<file path="src/rtl/ivt_pkg.sv">
package ivt_pkg;
  localparam int unsigned DATA_W     = 32;
  localparam int unsigned MS_PER_SEC = 1000;
  localparam int unsigned MS_W       = 11;     // holds periods up to 1000 ms
  localparam int unsigned OFS_RELOAD = 'h0;
  localparam int unsigned OFS_COUNT  = 'h4;
endpackage

</file>
<file path="src/rtl/ivt_prescaler.sv">
module ivt_prescaler #(
  parameter int unsigned CYCLES_PER_MS = 250000
) (
  input  logic clk,
  input  logic rst_n,
  input  logic restart,
  input  logic run,
  output logic tick
);
  localparam int unsigned PRE_W = $clog2(CYCLES_PER_MS + 1);
  localparam logic [PRE_W-1:0] LAST = PRE_W'(CYCLES_PER_MS - 1);

  logic [PRE_W-1:0] pre_q;

  assign tick = run && !restart && (pre_q == LAST);

  always_ff @(posedge clk or negedge rst_n) begin
    if (!rst_n)                  pre_q <= '0;
    else if (restart || !run)    pre_q <= '0;
    else if (pre_q == LAST)      pre_q <= '0;
    else                         pre_q <= pre_q + 1'b1;
  end
endmodule

</file>
<file path="src/rtl/ivt_period_calc.sv">
module ivt_period_calc
  import ivt_pkg::*;
(
  input  logic [DATA_W-1:0] reload,
  output logic [MS_W-1:0]   period_ms,
  output logic              stopped
);
  logic [MS_W-1:0] divisor;
  logic [MS_W-1:0] rate;

  always_comb begin
    stopped   = (reload >= DATA_W'(MS_PER_SEC));
    divisor   = MS_W'(reload[MS_W-1:0]) + 1'b1;
    rate      = '0;
    period_ms = MS_W'(1);
    if (!stopped) begin
      rate = MS_W'(MS_PER_SEC) / divisor;
      if (rate != '0) period_ms = MS_W'(MS_PER_SEC) / rate;
    end
  end
endmodule

</file>
<file path="src/rtl/ivt_period_counter.sv">
module ivt_period_counter
  import ivt_pkg::*;
(
  input  logic            clk,
  input  logic            rst_n,
  input  logic            restart,
  input  logic            run,
  input  logic            tick,
  input  logic [MS_W-1:0] period_ms,
  output logic            expire,
  output logic [MS_W-1:0] ms_cnt
);
  assign expire = tick && (ms_cnt == period_ms - 1'b1);

  always_ff @(posedge clk or negedge rst_n) begin
    if (!rst_n)                ms_cnt <= '0;
    else if (restart || !run)  ms_cnt <= '0;
    else if (expire)           ms_cnt <= '0;
    else if (tick)             ms_cnt <= ms_cnt + 1'b1;
  end
endmodule

</file>
<file path="src/rtl/ms_interval_timer.sv">
module ms_interval_timer
  import ivt_pkg::*;
#(
  parameter int unsigned CYCLES_PER_MS = 250000,
  parameter int unsigned ADDR_W        = 12
) (
  input  logic              clk,
  input  logic              rst_n,
  input  logic              bus_wr,
  input  logic              bus_rd,
  input  logic [ADDR_W-1:0] bus_addr,
  input  logic [DATA_W-1:0] bus_wdata,
  output logic [DATA_W-1:0] bus_rdata,
  output logic              irq
);
  localparam logic [ADDR_W-1:0] A_RELOAD = ADDR_W'(OFS_RELOAD);
  localparam logic [ADDR_W-1:0] A_COUNT  = ADDR_W'(OFS_COUNT);

  logic [DATA_W-1:0] reload_q;
  logic [MS_W-1:0]   period_ms;
  logic [MS_W-1:0]   ms_cnt;
  logic              stopped;
  logic              tick;
  logic              expire;
  logic              wr_reload;
  logic              rd_count;

  assign wr_reload = bus_wr && (bus_addr == A_RELOAD);
  assign rd_count  = bus_rd && (bus_addr == A_COUNT);

  always_ff @(posedge clk or negedge rst_n) begin
    if (!rst_n)         reload_q <= '0;
    else if (wr_reload) reload_q <= bus_wdata;
  end

  ivt_period_calc u_calc (
    .reload    (reload_q),
    .period_ms (period_ms),
    .stopped   (stopped)
  );

  ivt_prescaler #(.CYCLES_PER_MS(CYCLES_PER_MS)) u_pre (
    .clk     (clk),
    .rst_n   (rst_n),
    .restart (wr_reload),
    .run     (!stopped),
    .tick    (tick)
  );

  ivt_period_counter u_cnt (
    .clk       (clk),
    .rst_n     (rst_n),
    .restart   (wr_reload),
    .run       (!stopped),
    .tick      (tick),
    .period_ms (period_ms),
    .expire    (expire),
    .ms_cnt    (ms_cnt)
  );

  // clear from either access beats a coincident expiry
  always_ff @(posedge clk or negedge rst_n) begin
    if (!rst_n)                      irq <= 1'b0;
    else if (wr_reload || rd_count)  irq <= 1'b0;
    else if (expire)                 irq <= 1'b1;
  end

  always_comb begin
    bus_rdata = '0;
    if (bus_rd && bus_addr == A_RELOAD) bus_rdata = reload_q;
  end
endmodule

</file>
<file path="config.mk">
export PLATFORM = sky130hd
export DESIGN_NAME = ms_interval_timer
export DESIGN_NICKNAME = d
export VERILOG_FILES = /design/src/rtl/ivt_pkg.sv /design/src/rtl/ivt_prescaler.sv /design/src/rtl/ivt_period_calc.sv /design/src/rtl/ivt_period_counter.sv /design/src/rtl/ms_interval_timer.sv
export SDC_FILE = /design/constraint.sdc
export NUM_CORES = 1
export LEC_CHECK = 0
export ABC_CLOCK_PERIOD_IN_PS = 62900
export BUFFER_PORTS_ARGS = -buffer_cell sky130_fd_sc_hd__buf_2
export CAP_MARGIN = 20
export CELL_PAD_IN_SITES_DETAIL_PLACEMENT = 0
export CELL_PAD_IN_SITES_GLOBAL_PLACEMENT = 1
export CORE_UTILIZATION = 52
export CTS_BUF_LIST = sky130_fd_sc_hd__clkbuf_8
export DETAILED_ROUTE_END_ITERATION = 10
export MAX_ROUTING_LAYER = met4
export PLACE_DENSITY_LB_ADDON = 0.1
export SLEW_MARGIN = 0
export SYNTH_ARGS = -nofsm -noshare
export SYNTH_HDL_FRONTEND = slang
export SYNTH_HIERARCHICAL = 1
export SYNTH_SLANG_ARGS = --single-unit
</file>
<file path="constraint.sdc">
create_clock -name clk -period 62.9 [get_ports clk]
set_input_delay 0 -clock clk [delete_from_list [all_inputs] [get_ports clk]]
set_output_delay 0 -clock clk [all_outputs]
set_load 0.05 [all_outputs]
</file>
## After elaboration in Yosys (flattened, before gate mapping)

Cells that the tools add are included.

- Flip-flop bits (word level): 62
- Input bits: 48
- Output and inout bits: 33
- Word-level logic and storage cells: 38

- Add/sub/neg operators: 4
- Divide/modulo/power cells: 2
- Magnitude comparators: 1
- Equality and inequality tests: 3
- Muxes and demuxes: 10
- Reduce and logical (&&, ||, !) cells: 14

Operators with widths:

| cell | count |
|---|---|
| 11-bit two-way mux | 5 |
| 18-bit two-way mux | 2 |
| 32-bit by 10-bit greater-or-equal comparator with 1-bit output, second input constant | 1 |
| 32-bit two-way mux | 1 |
| 11-bit by 1-bit adder with 11-bit output, second input constant | 2 |
| 10-bit by 11-bit divider with 11-bit output, first input constant | 2 |
| 18-bit by 1-bit adder with 18-bit output, second input constant | 1 |
| 18-bit == test, second input constant | 1 |
| 12-bit by 3-bit == test with 1-bit output, second input constant | 1 |
| 12-bit logical NOT | 1 |
| 11-bit == test | 1 |
| 11-bit nonzero test | 1 |
| 11-bit by 1-bit subtractor with 11-bit output, second input constant | 1 |
| 1-bit logical AND | 6 |
| 3-bit nonzero test | 1 |
| 1-bit logical NOT | 2 |
| 1-bit logical OR | 2 |
| 1-bit two-way mux | 2 |
| 2-bit nonzero test | 1 |

## Depth between registers and ports, before layout

Gate-level depths: netlist of the first run.

- Word-level depth: 10
- Mapped depth: 163
- Depth with buffers taken out: 155

## Modules after synthesis

The synthesis of the first run kept the hierarchy.

By module, submodules not included:

| module | times used | cells each | area each (sq um) | seq. area each (sq um) |
|---|---|---|---|---|
| ivt_period_calc | 1 | 878 | 6182.2 | 0.0 |
| ms_interval_timer | 1 | 116 | 1667.8 | 825.8 |
| ivt_period_counter | 1 | 118 | 1031.0 | 275.3 |
| ivt_prescaler | 1 | 97 | 985.9 | 450.4 |

## Worst setup path after synthesis of the first run

Ideal clock, no wire load.

- Path kind: register to register
- Start point: register reload_q[0]
- End point: register u_cnt.ms_cnt[8]
- Library setup time: 0.140 ns
- Arrival time: 33.297 ns
- Required time: 62.760 ns
- Slack: 29.462 ns
- Cell stages (with the launch flop): 152
- Path buffers: 11
- Period minus slack after synthesis: 33.438 ns
- Path through: dfrtp_1 clkbuf_1 clkinv_1 clkbuf_1 ha_1 inv_1 and2_1 and2_1 nand2_1 ha_1 o21a_1 nor2_1 nor4_1 nand2_1 ha_1 o21ai_0 a21boi_0 o22ai_1 (+116 left out) clkbuf_1 mux2_2 ha_1 a21oi_1 nand2_1 o221ai_1 nor2_1 o21ai_0 a31oi_1 inv_1 ha_1 or4b_1 or3_1 a222oi_1 and3b_4 a31oi_4 nand2_4 o311ai_2

- Word-level cells in the longest chain between the ends: 10
- Elaborated cells between the ends (all ways): 17
- Those cells by class: 2 x add/sub; 2 x div; 1 x order compare; 1 x eq/ne; 4 x mux; 7 x reduce/logical

Ends and longest elaborated chain:

| item | line | RTL |
|---|---|---|
| start, declared | ms_interval_timer.sv:19 | `logic [DATA_W-1:0] reload_q;` |
| start signal, assigned | ms_interval_timer.sv:33 | `else if (wr_reload) reload_q <= bus_wdata;` |
| 11-bit by 1-bit adder with 11-bit output | ivt_period_calc.sv:13 | `divisor = MS_W'(reload[MS_W-1:0]) + 1'b1;` |
| 10-bit by 11-bit divider with 11-bit output | ivt_period_calc.sv:17 | `rate = MS_W'(MS_PER_SEC) / divisor;` |
| 10-bit by 11-bit divider with 11-bit output / 11-bit nonzero test (equally long branches) | ivt_period_calc.sv:18 | `if (rate != '0) period_ms = MS_W'(MS_PER_SEC) / rate;` |
| 11-bit two-way mux | ivt_period_calc.sv:18 |  |
| 11-bit two-way mux (*) | ivt_period_calc.sv:16 | `if (!stopped) begin` |
| via period_ms[0] | ms_interval_timer.sv:20 | `logic [MS_W-1:0] period_ms;` |
| 11-bit by 1-bit subtractor with 11-bit output (*) | ivt_period_counter.sv:13 | `assign expire = tick && (ms_cnt == period_ms - 1'b1);` |
| 11-bit == test (*) | ivt_period_counter.sv:13 |  |
| 1-bit logical AND (*) | ivt_period_counter.sv:13 |  |
| 11-bit two-way mux | ivt_period_counter.sv:18 | `else if (expire) ms_cnt <= '0;` |
| 11-bit two-way mux | ivt_period_counter.sv:17 | `else if (restart \|\| !run) ms_cnt <= '0;` |
| end signal, assigned | ivt_period_counter.sv:19 | `else if (tick) ms_cnt <= ms_cnt + 1'b1;` |
| end, declared | ivt_period_counter.sv:11 | `output logic [MS_W-1:0] ms_cnt` |

Mark *: on every way through the listed nets, which the timed path passes. The rest lies on a longest branch.
A chain may end at the register's enable or synchronous reset.

## Final worst setup path of the first run

- Start point: register reload_q[0]
- End point: register u_cnt.ms_cnt[6]

Same word-level chain as after synthesis.

==> results.yml, run 1 <==
clocking:
  cts-root-buf: "clkbuf_8"
  cts_tree: "done"
  htreeDepth: 3
  clock_latency_ns: 0.35
  path_clk_slew_ns: 0.07
  clock_path_buffers: 2
  cts_sinks: 62
  post-cts-setup-buffers: 0
  cts_buffers: 9
detailed_routing:
  antenna_left: 0
  drt_iter0_markers: 611
  viasPerCell: 6.16
  vias: 9593
  wire_per_inst_um: 18.2
  remaining_drc_errors: 0
  drt-total-wl_um: 28400
  first_pass_iters: 5
timing:
  timing.fmax_mhz: 25.3
  hold_viol: 0
  rsz0062_at_grt: "no"
  maxSlewViolCount: 0
  relSlewSlack_pct: 29.6
  worst_pin_slew_ns: 1.05
  fin_crit_ns: 39.52
  fin_crit_sh_pct: 62.8
  finalSetupViolCount: 0
  fin_tns_setup_ns: 0
  clock_skew_ns: 0.0103
critical_path:
  startpoint_type: "flop"
  cp_max_fo: 34
  cp_data_required_time_ns: 63.12
  timing.critical_path.to: "u_cnt/ms_cnt[6]"
  path_common_cell: "ha_1"
  ff2ff_path_depth: 150
  crit_path_end_kind: "flop"
  critPathSlowestCell: "a21oi_1"
  r2r_end: "u_cnt/ms_cnt[6]"
  r2r_slack_ns: 23.38
  path_class: "flop to flop"
  cp.arrival_ns: 39.74
  timing.critical_path.from: "reload_q[0]"
  slowest_delay_ns: 0.80
  reg2reg_from: "reload_q[0]"
synthesis:
  synth_edf_count: 0
  avgSynthCellArea_um2: 8.16
  ys_ff_latch: 62
  synth.cell_area_um2: 9870
  ys_warn_count: 6
  syn_inst: 1209
  async_reset_ff_share_pct: 100
  synthFlopType: "dfrtp_1"
  synth.distinct_cells: 97
  ys_seq_area_share_pct: 15.7
global_route:
  grt_pass1_wl_um: 45500
  grt_pass1_vias: 8867
  overflow: 0
  grt_usage_pct: 29.8
  grt_start_max_net_pins: 63
  antenna_found_initial: 0
outcome:
  outcome: "finished clean"
cells_and_area:
  seqCellArea_um2: 1550
  multiInputGateArea_um2: 7920
  layout.nets: 1478
  drive_gt1_share_pct: 17.4
  area_growth_pct: 11.7
  antenna_cells: 0
  fill_cells: 1698
hold_path:
  min_path_type: "input port to flop"
floorplanning:
  coreArea_um2: 18600
  die_w_um: 140
  dieArea_um2: 19500
  ios: 81
  initial_core_util_pct: 52.9
  chipHeight_um: 140
  row_count: 50
placement:
  place_congestion: 0.936
  dp_hpwl_um: 21300
  place.port_buffers: 80
job:
  maxCapViolCount: 0
worst min-delay path by stage:
stage                     startpoint                to  slack, ns  depth (start not counted)
after CTS                     bus_rd               irq       0.05                          3
final                         bus_rd               irq       0.07                          3
after floorplan                rst_n               irq      -0.30                          0
after detailed placement       rst_n  u_cnt/ms_cnt[10]       0.21                          2
after global placement         rst_n  u_cnt/ms_cnt[10]       0.20                          2
after global routing          bus_rd               irq        0.1                          3
stage by stage:
stage,util (%),std cells,hold slack [ns],setup WS [ns],cell area [um2]
finish,59.1,1557,0.0742,23.38,11000
global placement,56.1,1506,0.202,24.01,10500
floorplan,-,1211,-0.296,29.46,9870
global route,59.1,1557,0.0962,20.46,11000
detailed placement,56.1,1506,0.209,23.60,10500
CTS,58.9,1555,0.0548,23.45,11000
sequential cells by signal, summed over array words and instances, names as in the netlist:
register      flops
u_cnt/ms_cnt     11
reload_q         32
irq               1
u_pre/pre_q      18
cell families after synthesis:
logic type	after synthesis	share of synthesized area, %
buf+inv	86	4.12
fa+ha+maj	112	14.2
other cells	1	0.0380
xor+xnor	82	7.28
mux	70	9.03
simple gates	462	25.2
flops	62	15.7
compound gates	334	24.4
cells in the final DEF, fill, tap and decap left out, drive strengths merged, types with 34 or more instances in the layout:
master / count
buf: 93
a21oi: 75
nor2: 111
mux2: 59
and2: 49
ha: 112
o21ai: 49
nand2: 89
dfrtp: 62
nor3: 34
o21a: 34
inv: 56
xnor2: 57
nand3: 48
Yosys cell counts (6+ instances only):
library cell,instances,share of area [%]
nand3_1,47,2.4
and2_1,49,3.1
ha_1,112,14
and4_1,7,0.62
or3_1,8,0.51
nor2_2,10,0.63
nand3b_1,6,0.46
nand2b_1,21,1.3
a21oi_1,75,3.8
a31oi_1,12,0.76
nor2_1,101,3.8
dfrtp_1,62,16
xor2_1,25,2.2
o21bai_1,7,0.53
a221o_1,7,0.71
nor2b_1,9,0.57
mux2_2,28,3.2
o21a_1,34,2.6
o31ai_1,14,1.1
o31a_1,6,0.53
inv_1,52,2.0
a211oi_1,14,1.1
or2_2,13,0.82
nand2_1,88,3.3
o311ai_2,7,1.2
clkbuf_1,18,0.68
o211ai_1,9,0.68
xnor2_1,57,5.1
and3_1,8,0.51
nand4_1,15,0.95
a211o_1,6,0.53
o21ai_0,45,2.3
mux2_4,31,4.7
nor4_1,18,1.1
mux2i_1,11,1.1
nor3_1,31,1.6
a21o_1,28,2.1
layer usage:
metal  global-route usage, %  share of wire, %  vias up
li1                        -                 -     4753
met1                    39.1                47     4551
met2                    49.5                47      262
met3                    3.06               4.8       27
met4                    6.30               1.3        0
met5                       -                 0        -
worst max-delay path: cells and delay by family (launching register included):
kind	cells	cell delay (ns)
adders and majority gates	20	7.04
DFF	1	0.32
muxes	4	1.15
AOI/OAI and AO/OA	64	14.97
buffers and inverters	16	4.42
and+or+nand+nor	46	11.39
what timing repair did:
item | CTS | global route
hold buffers | 33 | 0
endpoints found under the hold margin | 94 | 0
resized for setup | 0 | 0
layout make-up:
class	count	area share (%)
Sequential cell	62	14.1
Tap cell	234	2.66
Clock inverter	7	0.613
Clock buffer	9	1.12
Multi-Input combinational cell	1063	71.9
Inverter	55	1.87
Timing Repair Buffer	127	7.74
Power of run 1 is left out: the tool's default activity adds up to more than one toggle a clock period on the data nets, which glitch-free logic cannot reach.
==> run 2: changes to the inputs <==
--- a/config.mk
+++ b/config.mk
@@ -5,12 +5,12 @@
 export SDC_FILE = /design/constraint.sdc
 export NUM_CORES = 1
 export LEC_CHECK = 0
-export ABC_CLOCK_PERIOD_IN_PS = 62900
+export ABC_CLOCK_PERIOD_IN_PS = 38800
 export BUFFER_PORTS_ARGS = -buffer_cell sky130_fd_sc_hd__buf_2
 export CAP_MARGIN = 20
 export CELL_PAD_IN_SITES_DETAIL_PLACEMENT = 0
 export CELL_PAD_IN_SITES_GLOBAL_PLACEMENT = 1
-export CORE_UTILIZATION = 52
+export CORE_UTILIZATION = 48
 export CTS_BUF_LIST = sky130_fd_sc_hd__clkbuf_8
 export DETAILED_ROUTE_END_ITERATION = 10
 export MAX_ROUTING_LAYER = met4
==> constraint.sdc (replaced) <==
create_clock -name clk -period 38.8 [get_ports clk]
set_input_delay 0 -clock clk [delete_from_list [all_inputs] [get_ports clk]]
set_output_delay 0 -clock clk [all_outputs]
set_load 0.05 [all_outputs]
==> run 2 against run 1 <==
Flip-flop and latch count did not move; register-to-register slack worse by 21 ns; count of clock-buffer cells in the layout stayed put.
==> results.yml, run 2 (synthesis results as in run 1) <==
clocking:
  cts_buffers: 9
  path_clk_slew_ns: 0.08
  cts_sinks: 62
  clock_latency_ns: 0.35
  clock_path_buffers: 2
  post-cts-setup-buffers: 0
  cts-root-buf: "clkbuf_8"
  htreeDepth: 3
  cts_tree: "done"
timing:
  maxSlewViolCount: 0
  fin_hold_ws_ns: 0.0816
  fin_crit_ns: 36.07
  fin_crit_sh_pct: 93.0
  hold_viol: 0
  timing.fmax_mhz: 27.7
  relSlewSlack_pct: 36.5
  finalSetupViolCount: 0
  clock_skew_ns: 0.0134
  rsz0062_at_grt: "no"
  worst_pin_slew_ns: 0.945
  fin_tns_setup_ns: 0
floorplanning:
  die_w_um: 145
  initial_core_util_pct: 48.9
  ios: 81
  coreArea_um2: 20200
  row_count: 52
  chipHeight_um: 145
  dieArea_um2: 21100
detailed_routing:
  drt-total-wl_um: 28000
  vias: 9473
  remaining_drc_errors: 0
  drt_iter0_markers: 548
  wire_per_inst_um: 17.5
  viasPerCell: 5.92
  first_pass_iters: 7
  antenna_left: 0
global_route:
  antenna_found_initial: 0
  grt_start_max_net_pins: 63
  grt_usage_pct: 27.4
  grt_pass1_vias: 9171
  grt_pass1_wl_um: 46100
  overflow: 0
critical_path:
  cp_max_fo: 17
  startpoint_type: "flop"
  path_common_cell: "ha_1"
  crit_path_end_kind: "flop"
  critPathSlowestCell: "or4b_4"
  cp_data_required_time_ns: 39.01
  path_class: "flop to flop"
  slowest_delay_ns: 0.60
  cp.arrival_ns: 36.28
placement:
  place.port_buffers: 80
  place_congestion: 0.933
  dp_hpwl_um: 21600
cells_and_area:
  area_growth_pct: 13.7
  mostFrequentLayoutCells: "ha_1 (112), nor2_1 (101), nand2_1 (87)"
  largest_register_ff_count: 32
  largest-register: "reload_q"
  fill_cells: 1921
  layout.nets: 1487
  layout_commonest_cell: "ha_1"
  antenna_cells: 0
  drive_gt1_share_pct: 19.2
  reg_top3: "reload_q (32), u_pre/pre_q (18), u_cnt/ms_cnt (11)"
outcome:
  outcome: "finished clean"
hold_path:
  min_path_type: "input port to flop"
job:
  maxCapViolCount: 0
[run 2: cell types whose count changed in the layout (fill, tap and decap cells not counted), moves of 2 or more]
cell        previous run  this run
nand3_1               47        45
clkinvlp_4             1         3
nor4_1                17        15
inv_1                 54        51
buf_4                 12        22
a211oi_2               2         4
nand3_2                1         3
clkinv_4               2         0
a21oi_1               75        73
a211oi_1              14        12
[run 2: path summary, 6_finish.rpt]
check	startpoint	cells past startpoint	slack (ns)	end
worst max register to register	reload_q[3]	149	2.73	u_cnt/ms_cnt[7]
min in group asynchronous	rst_n	3	0.35	u_cnt/ms_cnt[4]
worst min register to register	irq	1	0.51	irq
worst min-delay path	bus_rd	3	0.08	irq
worst max-delay path	reload_q[3]	149	2.73	u_cnt/ms_cnt[7]
max in group asynchronous	rst_n	3	37.91	reload_q[0]
[run 2: cell type report]
class | count | area (um2) | share of cell area (%)
Clock inverter | 6 | 87.6 | 0.781
Clock buffer | 9 | 124 | 1.10
Multi-Input combinational cell | 1063 | 8000 | 71.3
Timing Repair Buffer | 136 | 907 | 8.09
Inverter | 55 | 209 | 1.86
Sequential cell | 62 | 1550 | 13.8
Tap cell | 270 | 338 | 3.01
[run 2: layer usage]
layer,vias up,global-route usage [%],wire length [um]
met5,-,-,0
met4,0,6.42,419
met3,36,2.82,1180
met2,239,46.1,13200
met1,4423,35.3,13200
li1,4775,-,-
[run 2: critical path, delay by kind of cell, from the launching register on]
kind                     cells  cell delay (ns)
AND/OR/NAND/NOR             44            10.01
buffers and inverters       11             2.30
XOR/XNOR                     1             0.29
flip-flops                   1             0.51
AO/OA/AOI/OAI               69            14.96
adder cells (fa/ha/maj)     19             6.19
multiplexers                 5             1.53
[run 2: through the flow]
stage | std cells | worst slack, ns | area (um2) | util [%]
floorplan | 1211 | 5.36 | 9870 | -
global placement | 1553 | 0.743 | 10600 | 52.5
detailed placement | 1553 | 0.664 | 10600 | 52.5
CTS | 1601 | 0.548 | 11100 | 55.2
global route | 1601 | 0.000632 | 11200 | 55.6
finish | 1601 | 2.73 | 11200 | 55.6
[run 2: what timing repair did]
action	in CTS	in global routing
hold buffers	33	0
resized for setup	0	21
hold endpoints to repair	94	0
setup endpoints to repair	0	12
Power of run 2 is left out for the same reason.
